===== src/rtl/sba_pkg.sv =====
package sba_pkg;
  localparam int unsigned SBA_BYTE_W  = 8;
  localparam int unsigned SBA_RUN_LEN = 3;
  localparam logic [7:0]  SBA_A1      = 8'hF6;
  localparam logic [7:0]  SBA_A2      = 8'h28;

  typedef enum logic {
    HUNT_IDLE = 1'b0,
    HUNT_OPEN = 1'b1
  } hunt_e;
endpackage


===== src/rtl/sba_window.sv =====
module sba_window
  import sba_pkg::*;
#(
  parameter int unsigned BYTE_W  = SBA_BYTE_W,
  parameter int unsigned RUN_LEN = SBA_RUN_LEN,
  parameter logic [BYTE_W-1:0] A1_BYTE = SBA_A1,
  parameter logic [BYTE_W-1:0] A2_BYTE = SBA_A2
) (
  input  logic              clk_i,
  input  logic              rst_ni,
  input  logic              bit_i,
  output logic [BYTE_W-1:0] win_o,
  output logic              match_o
);
  localparam int unsigned N_BYTES = 2 * RUN_LEN;
  localparam int unsigned WIN_W   = N_BYTES * BYTE_W;

  logic [WIN_W-1:0] sr_q;
  logic [WIN_W-1:0] pat;

  // byte 0 = newest (last A2), top bytes = oldest (first A1)
  for (genvar g = 0; g < N_BYTES; g++) begin : g_pat
    if (g < RUN_LEN) begin : g_a2
      assign pat[g*BYTE_W +: BYTE_W] = A2_BYTE;
    end else begin : g_a1
      assign pat[g*BYTE_W +: BYTE_W] = A1_BYTE;
    end
  end

  always_ff @(posedge clk_i or negedge rst_ni) begin
    if (!rst_ni) sr_q <= '0;
    else         sr_q <= {sr_q[WIN_W-2:0], bit_i};
  end

  assign win_o   = sr_q[BYTE_W-1:0];
  assign match_o = (sr_q == pat);
endmodule


===== src/rtl/sba_hunt.sv =====
module sba_hunt
  import sba_pkg::*;
(
  input  logic clk_i,
  input  logic rst_ni,
  input  logic oof_i,
  input  logic dis_i,
  input  logic match_i,
  output logic hunting_o,
  output logic commit_o
);
  logic  oof_q;
  hunt_e st_q, st_d;
  logic  oof_rise;

  assign oof_rise = oof_i & ~oof_q;
  assign commit_o = (st_q == HUNT_OPEN) & match_i & ~dis_i;

  always_comb begin
    st_d = st_q;
    if (oof_rise)      st_d = HUNT_OPEN;
    else if (commit_o) st_d = HUNT_IDLE;
  end

  always_ff @(posedge clk_i or negedge rst_ni) begin
    if (!rst_ni) begin
      oof_q <= 1'b0;
      st_q  <= HUNT_IDLE;
    end else begin
      oof_q <= oof_i;
      st_q  <= st_d;
    end
  end

  assign hunting_o = (st_q == HUNT_OPEN);


  hunt_arm_chk: assert property (@(posedge clk_i) disable iff (!rst_ni)
    (oof_i && !oof_q) |=> hunting_o);


  hunt_idle_chk: assert property (@(posedge clk_i) disable iff (!rst_ni)
    (!hunting_o && !(oof_i && !oof_q)) |=> !hunting_o);


  hunt_keep_chk: assert property (@(posedge clk_i) disable iff (!rst_ni)
    (hunting_o && !match_i) |=> hunting_o);
endmodule


===== src/rtl/sba_divider.sv =====
module sba_divider
  import sba_pkg::*;
#(
  parameter int unsigned BYTE_W  = SBA_BYTE_W,
  parameter logic [BYTE_W-1:0] A2_BYTE = SBA_A2
) (
  input  logic              clk_i,
  input  logic              rst_ni,
  input  logic              commit_i,
  input  logic              match_i,
  input  logic [BYTE_W-1:0] win_i,
  output logic [BYTE_W-1:0] byte_o,
  output logic              byte_clk_o,
  output logic              sync_o
);
  localparam int unsigned PH_W = $clog2(BYTE_W);
  localparam logic [PH_W-1:0] PH_LAST = PH_W'(BYTE_W - 1);

  logic [PH_W-1:0]   ph_q;
  logic [BYTE_W-1:0] byte_q;
  logic              sync_q;
  logic              bnd;

  // commit re-phases the divider onto the found boundary
  assign bnd = commit_i | (ph_q == PH_LAST);

  always_ff @(posedge clk_i or negedge rst_ni) begin
    if (!rst_ni) begin
      ph_q   <= '0;
      byte_q <= '0;
      sync_q <= 1'b0;
    end else begin
      ph_q <= commit_i ? '0 : ph_q + 1'b1;
      if (bnd) begin
        byte_q <= win_i;
        sync_q <= match_i;
      end
    end
  end

  assign byte_o     = byte_q;
  assign sync_o     = sync_q;
  assign byte_clk_o = ph_q[PH_W-1];


  byte_hold_chk: assert property (@(posedge clk_i) disable iff (!rst_ni)
    !bnd |=> $stable(byte_q));


  sync_hold_chk: assert property (@(posedge clk_i) disable iff (!rst_ni)
    !bnd |=> $stable(sync_q));


  commit_phase_chk: assert property (@(posedge clk_i) disable iff (!rst_ni)
    commit_i |=> (ph_q == '0) && sync_q && !byte_clk_o);


  sync_byte_chk: assert property (@(posedge clk_i) disable iff (!rst_ni)
    sync_q |-> (byte_q == A2_BYTE));
endmodule


===== src/rtl/sonet_byte_aligner.sv =====
module sonet_byte_aligner
  import sba_pkg::*;
#(
  parameter int unsigned BYTE_W  = SBA_BYTE_W,
  parameter int unsigned RUN_LEN = SBA_RUN_LEN,
  parameter logic [BYTE_W-1:0] A1_BYTE = SBA_A1,
  parameter logic [BYTE_W-1:0] A2_BYTE = SBA_A2
) (
  input  logic              clk_i,
  input  logic              rst_ni,
  input  logic              rx_bit_i,
  input  logic              oof_i,
  input  logic              realign_dis_i,
  output logic [BYTE_W-1:0] byte_o,
  output logic              byte_clk_o,
  output logic              sync_o
);
  logic [BYTE_W-1:0] win;
  logic              match;
  logic              hunting;
  logic              commit;

  sba_window #(
    .BYTE_W (BYTE_W),
    .RUN_LEN(RUN_LEN),
    .A1_BYTE(A1_BYTE),
    .A2_BYTE(A2_BYTE)
  ) u_window (
    .clk_i  (clk_i),
    .rst_ni (rst_ni),
    .bit_i  (rx_bit_i),
    .win_o  (win),
    .match_o(match)
  );

  sba_hunt u_hunt (
    .clk_i    (clk_i),
    .rst_ni   (rst_ni),
    .oof_i    (oof_i),
    .dis_i    (realign_dis_i),
    .match_i  (match),
    .hunting_o(hunting),
    .commit_o (commit)
  );

  sba_divider #(
    .BYTE_W (BYTE_W),
    .A2_BYTE(A2_BYTE)
  ) u_div (
    .clk_i     (clk_i),
    .rst_ni    (rst_ni),
    .commit_i  (commit),
    .match_i   (match),
    .win_i     (win),
    .byte_o    (byte_o),
    .byte_clk_o(byte_clk_o),
    .sync_o    (sync_o)
  );


  dis_hold_chk: assert property (@(posedge clk_i) disable iff (!rst_ni)
    (realign_dis_i && hunting) |=> hunting);
endmodule


===== config.mk =====
export PLATFORM = sky130hd
export DESIGN_NAME = sonet_byte_aligner
export DESIGN_NICKNAME = d
export VERILOG_FILES = /design/src/rtl/sba_pkg.sv /design/src/rtl/sba_window.sv /design/src/rtl/sba_hunt.sv /design/src/rtl/sba_divider.sv /design/src/rtl/sonet_byte_aligner.sv
export SDC_FILE = /design/constraint.sdc
export NUM_CORES = 1
export LEC_CHECK = 0
export ABC_AREA = 1
export BUFFER_PORTS_ARGS = -buffer_cell sky130_fd_sc_hd__buf_2
export CORE_MARGIN = 5
export CORE_UTILIZATION = 58
export CTS_BUF_LIST = sky130_fd_sc_hd__clkbuf_16
export CTS_CLUSTER_SIZE = 25
export DETAILED_ROUTE_END_ITERATION = 6
export MAX_ROUTING_LAYER = met4
export PLACE_DENSITY = 0.87
export SLEW_MARGIN = 20
export SYNTH_ARGS = -nofsm -noshare
export SYNTH_HDL_FRONTEND = slang
export SYNTH_SLANG_ARGS = --single-unit

===== constraint.sdc =====
create_clock -name clk_i -period 1.5 [get_ports clk_i]
set_input_delay 0.3 -clock clk_i [delete_from_list [all_inputs] [get_ports clk_i]]
set_output_delay 0.3 -clock clk_i [all_outputs]
set_load 0.005 [all_outputs]

==> impl_results.md <==
- RSZ-0062 raised after global routing: true
- Hold buffer count at cts: 0
- Post-Syn Area: approximately 2100 um2
- Tcrit/Tclk final: between 90% and 100%
- Global placement routability congestion: 0.8133
- First-pass GRT wire length: between 7 and 8 mm
- Clock Latency Late Sink: 0.32 ns
- CP peak stage delay: ~0.39 ns
- Outcome: complete, but fails checks
- Final core utilization: 73.63%
- Top-area cell type share of the netlist area: 72.64%
- Synthesis-stage register bit count: between 60 and 70
- Worst hold margin: -0.01326 ns
- Reg clk slew, reported paths: around 0.05 ns
- Worst IR Drop VDD: about 1.4 mV
- Register area share after synthesis: 72.64%
- Static leakage: 1.303 nW
- Final TNS setup: 0 ns
- Critical Path RT: around 1.8 ns
- F_max: approximately 680 MHz
- Antenna cells: 0
- Routed WL: 4.247 mm
- Pwr dens: roughly 1700 nW/um2
- CP max stage cell: dfrtp_1
- Max cap viols: 0
- DRT Pass-1 Iters: 4
- Top cells by area, synth: dfrtp_1 (73%), nand2_1 (7.6%), nor2_1 (6.2%)
- Proportion of layout cells with a drive suffix above 1: 20.87%
- Max Slew Vio Count: 0
- Worst path arrival time: about 1.7 ns
- Critical-path maximum fanout: 7
- Total GRT Usage: approximately 20%
- Die width: 70.68 um
- Routed WL per cell: ~15 um
- Layout Nets: 232
- Syn_area_per_cell: 11.07 um2
- YS warnings: 0
- Clk_skew: ~0.0097 ns
- Layout area overhead: 24.31%
- CTS buffer count: 9
- CP most frequent cell: nand2_1
- Critical Path Sink Type: register
- Remaining DRCs: 0
- Syn nets: 200
- IO Count: 15
- Total grt overflow: 0
- Floorplan row count: 22
- Cells after Synth: about 190
- Initial antenna violation count: 0
- Critical path type: register to register
- Htree depth: 3
- Worst-Margin Slew: approximately 0.4 ns
- Min Tclk post-route: 1.479 ns
- Initial Utilization: about three fifths
- TritonCTS clock tree: done
- Post-synth top area cell: dfrtp_1
- Violated checks: hold timing
- Setup violators final: 0
- Startpoint Class: register
- Number of buffers added on ports: 14
- Relative slew slack: about three quarters
- Routed vias: roughly 1400
- Post-DP HPWL: 2.459 mm
- Die area: ~5000 um2
- Post-route ant nets: 0
- DRT iter0 DRCs: ~130
- Largest net degree at the start of global routing: between 60 and 70
- Chip height: 70.68 um
- Layout fillers: 245
- Number of global-route vias before repair: 1474
- Via density: ~5.1
- Crit path cell chain: nor2_1 > nand3_1 > nor2_1 > nand2_1 > nor2_4 > nand3_4 > nand2_2 > nand2_1 > nand2_1
- CTS Sinks: between 60 and 70
- Netlist cell types: 17
- Worst Hold Class: input port to asynchronous set/reset pin
- CTS root buf: clkbuf_16
- Final Hold Viols: 39
- Core footprint: about 3600 um2
- Clk buf depth: 2
==> sequential cells by signal (all words and copies together) (netlist names) <==
register	count
u_div.byte_o	8
u_div.sync_o	1
u_div.ph_q	3
u_window.sr_q	48
u_hunt.oof_q	1
u_hunt.hunting_o	1
==> where the power goes <==
part	internal (W)	total (W)	leakage, nW	switching, W
registers	0.00187	0.00200	0.729	0.000127
clock network	0.00125	0.00193	0.145	0.000680
logic	0.000210	0.000478	0.429	0.000268
total	0.00334	0.00441	1.30	0.00107
==> per-stage QoR <==
stage / cells / setup slack (ns) / cell area [um2] / total power, W
after floorplan: 193 / 0.2616 / 2136 / 0.002231
after CTS: 274 / 0.006571 / 2594 / 0.004420
after detailed placement: 258 / -0.03581 / 2297 / 0.002464
final: 278 / 0.02065 / 2655 / 0.004412
after global routing: 278 / -0.07828 / 2655 / 0.004627
after global placement: 258 / 0.02570 / 2297 / 0.002440
==> cells by family after synthesis <==
logic type      after synthesis  synth area share (%)
simple gates                105                 21.56
flops                        62                 72.64
compound gates                1                0.2341
buf+inv                      23                 4.394
fa+ha+maj                     2                 1.171
==> layout make-up <==
class / count / area, um2 / area share, %
timing repair buffer: 20 / 127.6 / 4.807
multi-input combinational: 110 / 551.8 / 20.78
tap: 48 / 60.06 / 2.262
clock inverter: 7 / 56.30 / 2.121
inverter: 22 / 82.58 / 3.110
clock buffer: 9 / 225.2 / 8.483
sequential: 62 / 1551 / 58.44
==> layer usage <==
metal,GRT usage [%],part of all wire [%],vias up,wire length [um]
met1,24.61,42,692,1792
li1,-,-,667,-
met2,28.22,52,39,2191
met4,7.933,1.5,0,65
met5,-,0,-,0
met3,7.528,4.6,7,197
==> path summary, 6_finish.rpt <==
path                                               end                        start  slack (ns)  depth (start not counted)
hold reg to reg            u_window.sr_q[45]$_DFF_PN0_  u_window.sr_q[44]$_DFF_PN0_        0.37                          0
hold / removal             u_window.sr_q[25]$_DFF_PN0_                       rst_ni       -0.01                          2
setup reg to reg              u_div.sync_o$_DFFE_PN0P_  u_window.sr_q[16]$_DFF_PN0_        0.02                          9
min in group clk_i          u_window.sr_q[0]$_DFF_PN0_                     rx_bit_i        0.08                          1
max in group asynchronous  u_window.sr_q[29]$_DFF_PN0_                       rst_ni        1.26                          2
setup / recovery              u_div.sync_o$_DFFE_PN0P_  u_window.sr_q[16]$_DFF_PN0_        0.02                          9
==> worst max-delay path, delay by kind of cell (launching register included) <==
family / cells / cell delay, ns
AND/OR/NAND/NOR: 9 / 1.03
flip-flops: 1 / 0.39
==> layout by cell type, fill, tap and decap left out, types with 2 or more instances in the layout <==
master	synthesis	layout
buf_2	0	14
buf_4	0	5
clkbuf_16	0	9
clkinv_1	1	3
clkinv_2	0	3
dfrtp_1	62	62
ha_1	2	2
inv_1	21	22
nand2_1	43	39
nand2_2	1	5
nand3_1	14	14
nand4_1	5	5
nor2_1	35	30
nor2_2	0	3
nor2_4	0	2
nor3_1	2	2
==> synth_stat cells, drive strengths merged <==
master	count
buf	1
nor2	35
nand4	5
o21ai	1
nor2b	1
nand2	44
dfrtp	62
nand3	15
nor3	4
inv	21
clkinv	1
ha	2
nor3b	1
==> repair_timing <==
item	CTS	global route
setup endpoints to repair	10	13
setup buffers	0	2
pin swaps	0	8
gates cloned	0	2
gates resized for setup	3	10
No activity file was read; power rests on OpenSTA's default activity.
